[config.mk]
export PLATFORM = sky130hd
export DESIGN_NAME = wsrr_arbiter
export DESIGN_NICKNAME = d
export VERILOG_FILES = /design/src/rtl/wsrr_pkg.sv /design/src/rtl/wsrr_slot_table.sv /design/src/rtl/wsrr_pick.sv /design/src/rtl/wsrr_state.sv /design/src/rtl/wsrr_arbiter.sv
export SDC_FILE = /design/constraint.sdc
export NUM_CORES = 1
export LEC_CHECK = 0
export BUFFER_PORTS_ARGS = -buffer_cell sky130_fd_sc_hd__buf_2
export CAP_MARGIN = 0
export CORE_MARGIN = 5
export CORE_UTILIZATION = 55
export DETAILED_ROUTE_END_ITERATION = 8
export PLACE_DENSITY = 0.84
export SYNTH_ARGS = -nofsm -noshare
export SYNTH_HDL_FRONTEND = slang
export SYNTH_SLANG_ARGS = --single-unit
[constraint.sdc]
create_clock -name clk -period 6.4 [get_ports clk]
set_input_delay 0.32 -clock clk [delete_from_list [all_inputs] [get_ports clk]]
set_output_delay 0.32 -clock clk [all_outputs]
set_load 0.005 [all_outputs]
[src/rtl/wsrr_pkg.sv]
package wsrr_pkg;

  // advance a slot position by one, wrapping at lim
  function automatic int wrap_inc(input int pos, input int lim);
    return (pos + 1 >= lim) ? 0 : pos + 1;
  endfunction

  // slot position reached k steps after base, wrapping at lim
  function automatic int wrap_add(input int base, input int k, input int lim);
    int s;
    s = base + k;
    return (s >= lim) ? s - lim : s;
  endfunction

endpackage

[src/rtl/wsrr_slot_table.sv]
module wsrr_slot_table #(
  parameter int NUM_REQ = 4,
  parameter int NUM_SLOTS = 6,
  parameter logic [NUM_SLOTS*8-1:0] SLOT_OWNERS = '0,
  parameter int IW = 2,
  parameter int SW = 3
) (
  input  logic [SW-1:0]           rd_slot,
  output logic [NUM_SLOTS*IW-1:0] owner_flat,
  output logic [7:0]              rd_owner
);

  for (genvar g = 0; g < NUM_SLOTS; g++) begin : g_slot
    assign owner_flat[g*IW +: IW] = SLOT_OWNERS[g*8 +: IW];
  end

  // read-only view; out-of-range slots return zero
  always_comb begin
    rd_owner = '0;
    for (int k = 0; k < NUM_SLOTS; k++) begin
      if (int'(rd_slot) == k) rd_owner = SLOT_OWNERS[k*8 +: 8];
    end
  end

endmodule

[src/rtl/wsrr_pick.sv]
module wsrr_pick #(
  parameter int NUM_REQ = 4,
  parameter int NUM_SLOTS = 6,
  parameter int IW = 2,
  parameter int SW = 3
) (
  input  logic [NUM_REQ-1:0]      active,
  input  logic [SW-1:0]           head,
  input  logic [NUM_SLOTS*IW-1:0] owner_flat,
  output logic                    found,
  output logic [IW-1:0]           win_idx,
  output logic [IW-1:0]           head_owner
);
  import wsrr_pkg::*;

  assign head_owner = owner_flat[int'(head)*IW +: IW];

  // scan slots from the head, first active owner wins
  always_comb begin
    int p;
    logic [IW-1:0] o;
    found   = 1'b0;
    win_idx = '0;
    for (int k = 0; k < NUM_SLOTS; k++) begin
      p = wrap_add(int'(head), k, NUM_SLOTS);
      o = owner_flat[p*IW +: IW];
      if (!found && active[o]) begin
        found   = 1'b1;
        win_idx = o;
      end
    end
  end

endmodule

[src/rtl/wsrr_state.sv]
module wsrr_state #(
  parameter int NUM_SLOTS = 6,
  parameter int IW = 2,
  parameter int SW = 3
) (
  input  logic          clk,
  input  logic          rst_n,
  input  logic          qos_en,
  input  logic          found,
  input  logic [IW-1:0] win_idx,
  input  logic [IW-1:0] head_owner,
  input  logic [IW-1:0] reset_owner,
  output logic [SW-1:0] head,
  output logic [IW-1:0] gnt_idx,
  output logic          gnt_real,
  output logic          gnt_dflt,
  output logic          evt_rotate,
  output logic          evt_claim
);
  import wsrr_pkg::*;

  // parked requester becomes active: grant turns real, list stays
  assign evt_claim  = found & gnt_dflt & (win_idx == gnt_idx);
  assign evt_rotate = found & ~evt_claim;

  always_ff @(posedge clk) begin
    if (!rst_n) begin
      head     <= '0;
      gnt_idx  <= reset_owner;
      gnt_real <= 1'b0;
      gnt_dflt <= 1'b1;
    end else if (found) begin
      gnt_real <= 1'b1;
      gnt_dflt <= 1'b0;
      if (evt_rotate) begin
        gnt_idx <= win_idx;
        head    <= SW'(wrap_inc(int'(head), NUM_SLOTS));
      end
    end else if (qos_en) begin
      gnt_real <= 1'b0;
      gnt_dflt <= 1'b0;
    end else begin
      gnt_real <= 1'b0;
      gnt_dflt <= 1'b1;
      gnt_idx  <= head_owner;
    end
  end

endmodule

[src/rtl/wsrr_arbiter.sv]
module wsrr_arbiter #(
  parameter int NUM_REQ = 4,
  parameter int NUM_SLOTS = 6,
  parameter logic [NUM_SLOTS*8-1:0] SLOT_OWNERS = 48'h00_03_02_00_01_00,
  localparam int IW = (NUM_REQ > 1) ? $clog2(NUM_REQ) : 1,
  localparam int SW = (NUM_SLOTS > 1) ? $clog2(NUM_SLOTS) : 1
) (
  input  logic               clk,
  input  logic               rst_n,
  input  logic [NUM_REQ-1:0] req_valid,
  input  logic               qos_en,
  input  logic [NUM_REQ-1:0] qos_mask,
  input  logic [SW-1:0]      rd_slot,
  output logic [NUM_REQ-1:0] gnt_onehot,
  output logic [IW-1:0]      gnt_idx,
  output logic               gnt_real,
  output logic               gnt_dflt,
  output logic [SW-1:0]      head_slot,
  output logic [7:0]         rd_owner
);

  logic [NUM_SLOTS*IW-1:0] owner_flat;
  logic [NUM_REQ-1:0]      active;
  logic                    win_found;
  logic [IW-1:0]           win_idx;
  logic [IW-1:0]           head_owner;
  logic                    evt_rotate;
  logic                    evt_claim;

  assign active = req_valid & (qos_en ? qos_mask : {NUM_REQ{1'b1}});

  wsrr_slot_table #(
    .NUM_REQ(NUM_REQ), .NUM_SLOTS(NUM_SLOTS), .SLOT_OWNERS(SLOT_OWNERS),
    .IW(IW), .SW(SW)
  ) u_table (
    .rd_slot(rd_slot), .owner_flat(owner_flat), .rd_owner(rd_owner)
  );

  wsrr_pick #(
    .NUM_REQ(NUM_REQ), .NUM_SLOTS(NUM_SLOTS), .IW(IW), .SW(SW)
  ) u_pick (
    .active(active), .head(head_slot), .owner_flat(owner_flat),
    .found(win_found), .win_idx(win_idx), .head_owner(head_owner)
  );

  wsrr_state #(
    .NUM_SLOTS(NUM_SLOTS), .IW(IW), .SW(SW)
  ) u_state (
    .clk(clk), .rst_n(rst_n), .qos_en(qos_en), .found(win_found),
    .win_idx(win_idx), .head_owner(head_owner),
    .reset_owner(owner_flat[IW-1:0]), .head(head_slot), .gnt_idx(gnt_idx),
    .gnt_real(gnt_real), .gnt_dflt(gnt_dflt),
    .evt_rotate(evt_rotate), .evt_claim(evt_claim)
  );

  for (genvar i = 0; i < NUM_REQ; i++) begin : g_oh
    assign gnt_onehot[i] = (gnt_real | gnt_dflt) && (int'(gnt_idx) == i);
  end

endmodule

# ---- Word level (Yosys, flattened, before mapping)
# Index checks and enable logic that the tools add are counted.
dict set report classes {
  addsub 11
  order_cmp 12
  n_eq_ne 11
  n_shift 7
  n_mux 43
  n_bitwise 6
  n_reduce_logical 17
}
# cell count
set ops {}
lappend ops {{$shiftx A12 B32 Y2 const A} 6}
lappend ops {{$mux W31} 6}
lappend ops {{$ge A32 B4 Y1 const B} 4}
lappend ops {{$sub A31 B4 Y31 const B} 4}
lappend ops {{$mux W2} 12}
lappend ops {{$lt A2 B3 Y1 const B} 6}
lappend ops {{$mux W1} 17}
lappend ops {{$bmux W1 S2} 6}
lappend ops {{$eq A3 B3 Y1 const B} 4}
lappend ops {{$shiftx A12 B5 Y2 const A} 1}
lappend ops {{$logic_and A1 B1 Y1} 9}
lappend ops {{$add A3 B2 Y4 const B} 2}
lappend ops {{$add A3 B3 Y4 const B} 2}
lappend ops {{$logic_not A1 Y1} 5}
lappend ops {{$sub A4 B3 Y5 const B} 1}
lappend ops {{$add A3 B1 Y4 const B} 1}
lappend ops {{$and A4 B4 Y4} 1}
lappend ops {{$eq A2 B2 Y1 const B} 2}
lappend ops {{$ge A4 B3 Y1 const B} 1}
lappend ops {{$mux W4} 1}
lappend ops {{$reduce_and A2 Y1} 2}
lappend ops {{$sub A3 B3 Y4 const B} 1}
lappend ops {{$and A1 B1 Y1} 3}
lappend ops {{$eq A3 B2 Y1 const B} 1}
lappend ops {{9 further kinds} 9}
dict set report totals {
  register_bits 7
  output_inout_bits 19
  elab_cells 111
}

# ---- Depth between registers and ports, before layout
dict set report logic_depth {
  ltp_word 27
  ltp_mapped 19
  depth_no_buf 18
}

# ---- Cells and area by module
# From an unflattened synthesis, not the netlist that was laid out.
dict set report hier_totals {
  hier_cells 322
  hier_area_um2 2409.8
}
# mod n_inst cells_each area_per_inst_um2 seq_area_each_um2
set modules_own_cells {}
lappend modules_own_cells {wsrr_pick 1 245 1793.0 0.0}
lappend modules_own_cells {wsrr_state 1 39 370.4 160.2}
lappend modules_own_cells {wsrr_slot_table 1 24 170.2 0.0}
lappend modules_own_cells {wsrr_arbiter 1 14 76.3 0.0}

# ---- Worst setup path after synthesis
# No wires, ideal clock.
dict set report synth_timing {
  path_type {reg-to-reg}
  startpoint {register u_state.head[0]}
  endpoint {register u_state.gnt_idx[1]}
  arrival_time_ps 4401
  t_required_ps 6284
  path_slack_ps 1883
  path_stages_with_launch 19
  path_buffers 1
  synth_period_minus_slack_ps 4517
  cell_sequence {dfxtp_1 buf_2 inv_1 ha_1 ha_1 a21oi_1 a21boi_4 ha_1 nand2_1 o22ai_1 o31a_4 and4_1 a311oi_1 nor3_2 nand4_1 and3_4 mux2_4 o31a_1 o211a_1}
}
dict set report synth_between {
  elab_chain_len 27
  elab_cells_between_ends 75
  cone_classes {11 x add/sub; 6 x order compare; 3 x eq/ne; 7 x shift; 33 x mux; 4 x bitwise; 11 x reduce/logical}
}
# item line
set synth_rtl {}
lappend synth_rtl {{start: declaration} wsrr_state.sv:13} ;# output logic [SW-1:0] head,
lappend synth_rtl {{start signal: assignment} wsrr_state.sv:37} ;# head <= SW'(wrap_inc(int'(head), NUM_SLOTS));
lappend synth_rtl {{branches (longest 27 deep; another with $sub A31 B4 Y31)} --}
lappend synth_rtl {{end signal: assignment} wsrr_state.sv:29} ;# gnt_idx <= reset_owner;
lappend synth_rtl {{end signal: assignment} wsrr_state.sv:36} ;# gnt_idx <= win_idx;
lappend synth_rtl {{end signal: assignment} wsrr_state.sv:45} ;# gnt_idx <= head_owner;
lappend synth_rtl {{end: declaration} wsrr_state.sv:14} ;# output logic [IW-1:0] gnt_idx,
# Parallel ways; which one is timed is not known. The select of a mux whose other input is x is not followed.
# A chain may end at the register's enable or synchronous reset.

# ---- Worst setup path in the final report
dict set report layout_timing {
  startpoint {register u_state.head[1]}
  endpoint {register u_state.gnt_idx[1]}
}
# Same word-level chain as after synthesis.

==> out/qor.csv <==
stage,metric,value,unit
status,status,"finished, final reports clean",
pwr,Logic pwr share,87.9,%
place,Routability Congestion,0.898,
die,Ports,33,
drt,initial DRC count,137,
pwr,Int Pwr,0.604,mW
hold_path,Hold Crit Depth,2,
die,Initial Utilization,57.4,%
clock_network,clock root buffer,clkbuf_8,
grt,first-pass GRT wire length,9140,um
sta,fmax,0.184,GHz
critical_path,Critical Path RT,6.52,ns
clock_network,Worst-path clk slew,0.05,ns
final_layout,fin area,0.00225,sq mm
sta,Clock Skew,0.00451,ns
sta,RSZ-0062 raised after global routing,false,
critical_path,r2r setup slk,0.98,ns
clock_network,postcts setup bufs,0,
synth,Yosys cell types,81,
final_layout,final net count,327,
drt,Routed WL,5460,um
place,DP Area,0.00221,sq mm
place,Port-buffer cells,26,
sta,fin crit share,84.8,%
pwr,Flop pwr share,7.1,%
critical_path,RR Endpoint,u_state.gnt_idx[1],
final_layout,P&R area growth vs syn,6.38,%
place,Post-DP HPWL,4250,um
synth,sequential area share after synthesis,6.62,%
critical_path,delay of the slowest critical-path stage,0.84,ns
drt,post-DR vias/cell,6.51,
place,Inst Count DP,340,
synth,"flops & latches, synth",7,
pwr,clock power share,5.1,%
synth,Mapped Area,0.00212,sq mm
critical_path,CP arrival,5.55,ns
synth,synthesized area per cell,7.51,sq um
hold_path,worst min path class,in -> reg,
critical_path,CP bufs+invs,1,
clock_network,PostCTS Resize Cnt,0,
critical_path,CP Class,reg -> reg,
critical_path,CP endpoint kind,flop,
synth,Post-synth top flop,dfxtp_1,
sta,final setup vio count,0,
die,die area,0.00519,sq mm
job,Max-cap violations,0,
sta,slew of the pin with the lowest slew margin,0.962,ns
die,core area,0.00369,sq mm
grt,largest net degree at the start of global routing,39,
final_layout,"commonest non-fill, non-tap cells in the layout","buf_2 (26), nand2_1 (22), a21oi_1 (17)",
drt,total number of vias,2240,
pwr,worst vdd ir,0.000275,V
final_layout,non-filler cells in the finished layout,344,
die,Chip Height,72.1,um
clock_network,Num Clock Sinks,7,
pwr,NetSw,0.700,mW
die,Die Wd,72.1,um
sta,setup_tns,0,ns
critical_path,Crit-path slowest cell,dfxtp_1,
critical_path,family with the most delay on the worst path,compound AO/OA/AOI/OAI gates,
clock_network,Skew-Pair Late Insertion Delay,0.24,ns
grt,GR Overflow Total,0,
drt,Final ANT Viol Nets,0,
critical_path,crit-path max FO,26,
hold_path,worst hold endpoint,u_state.gnt_dflt,
pwr,PwrDens,579,mW/mm^2
critical_path,"most used cell, CP",ha_1,
hold_path,Min-Delay Startpoint,rst_n,
sta,Final WS setup,0.976,ns
final_layout,"leading cell type in the layout, fill and taps excluded",buf_2,
clock_network,CTS Buf Count,3,
clock_network,CTS tree,done,
synth,"FFs w/ async S/R, synth",0,%
pwr,Leak Pwr,0.953,nW
place,worst slack at placement,1.03,ns
drt,Wirelength per Cell,15.9,um
clock_network,CTS Hold Bufs,0,
clock_network,H-tree Lvls,1,
die,row count,22,
grt,initial antenna violation count,0,
synth,Syn Inst Count,282,
clock_network,Max clock buf depth,2,
grt,number of global-route vias before repair,1992,
drt,drt pass-1 iters,5,
critical_path,FF-to-FF path depth,17,
grt,Total GRT Usage,21.1,%
pwr,Sw Share,53.7,%
sta,final hold vios,0,
critical_path,Critical Path Source Type,flop,
synth,Post-synth EDFFs,0,
final_layout,share of layout cells above drive strength 1,18.2,%
sta,Period minus WS final,5.42,ns
drt,DRC violation count after routing,0,
sta,"Slew Viols, Final",0,
sta,Slew headroom,35.7,%
synth,Ys Warns,0,
final_layout,antenna fix cells,0,
critical_path,reg2reg start,u_state.head[1],
critical_path,"critical path, cell by cell","inv_1, ha_1, ha_1, a21oi_1, a21boi_4, ha_1, nand2_1, o22ai_1, o31a_4, and4_1, a311oi_1, nor3_2, nand4_1, and3_4, mux2_4, o31a_1, o211a_1",
==> synthesized netlist by cell type (all sizes together) (6+ instances only) <==
cell type / n / area [sq um]
nand2: 22 / 82.6
a21oi: 17 / 85.1
o21ai: 17 / 88.8
ha: 16 / 200
buf: 15 / 100
nor2: 15 / 56.3
inv: 13 / 48.8
nand2b: 11 / 68.8
nand3: 11 / 55.1
mux2i: 9 / 90.1
nor3: 8 / 45.0
clkbuf: 7 / 26.3
dfxtp: 7 / 140
a31oi: 6 / 58.8
==> area by class of cell <==
cell class | instances | area, sq um
fillers | 347 | 1440
multi-input cells | 245 | 1820
clock buffers | 4 | 45.0
repair buffers | 27 | 138
inverters | 13 | 48.8
flip-flops and latches | 7 | 140
well taps | 48 | 60.1
==> state kept, by name, summed over array words and instances, names as in the netlist <==
register / flops
u_state.head: 3
u_state.gnt_idx: 2
u_state.gnt_dflt: 1
u_state.gnt_real: 1
==> stage by stage <==
stage	hold slack, ns	power (mW)	utilization, %
after floorplan	0.432	1.02	-
after global placement	0.592	1.19	59.9
after detailed placement	0.597	1.21	59.9
after CTS	0.374	1.29	61.1
after global routing	0.403	1.42	61.1
final	0.368	1.30	61.1
==> cells by family (layout without fill, tap and decap cells) <==
kind of cell             after synthesis  after routing  share of synthesized area [%]
AO/OA/AOI/OAI                        110            110                           40.2
other                                  1              6                          0.177
adder cells (fa/ha/maj)               16             16                           9.45
buffers and inverters                 35             44                           8.27
AND/OR/NAND/NOR                       94             94                           24.0
multiplexers                          14             14                           7.44
flip-flops                             7              7                           6.62
XOR/XNOR                               5              5                           3.84
==> power groups by stage <==
| stage | registers [mW] | logic [mW] | clock network (mW) |
|---|---|---|---|
| after floorplan | 0.0759 | 0.945 | 0 |
| after global placement | 0.0900 | 1.10 | 0 |
| final | 0.0919 | 1.15 | 0.0665 |
| after global routing | 0.0955 | 1.26 | 0.0692 |
| after CTS | 0.0908 | 1.13 | 0.0663 |
| after detailed placement | 0.0916 | 1.12 | 0 |
==> layer usage <==
layer	GRT usage (%)	up-vias	share of wire, %
met4	5.22	0	1.6
met2	35.7	89	48
li1	-	1101	-
met5	0	-	0
met3	2.77	9	5.3
met1	28.3	1041	45
==> how the worst max path moves through the flow <==
stage	start	end	cells after the start
4_1_cts	u_state.head[1]	u_state.gnt_idx[1]	17
6_report	u_state.head[1]	u_state.gnt_idx[1]	17
3_5_place_dp	u_state.head[1]	u_state.gnt_idx[1]	17
5_1_grt	u_state.head[1]	u_state.gnt_idx[1]	17
3_3_place_gp	u_state.head[1]	u_state.gnt_idx[1]	17
2_1_floorplan	u_state.head[0]	u_state.gnt_idx[1]	18
No activity file was read; power rests on OpenSTA's default activity.
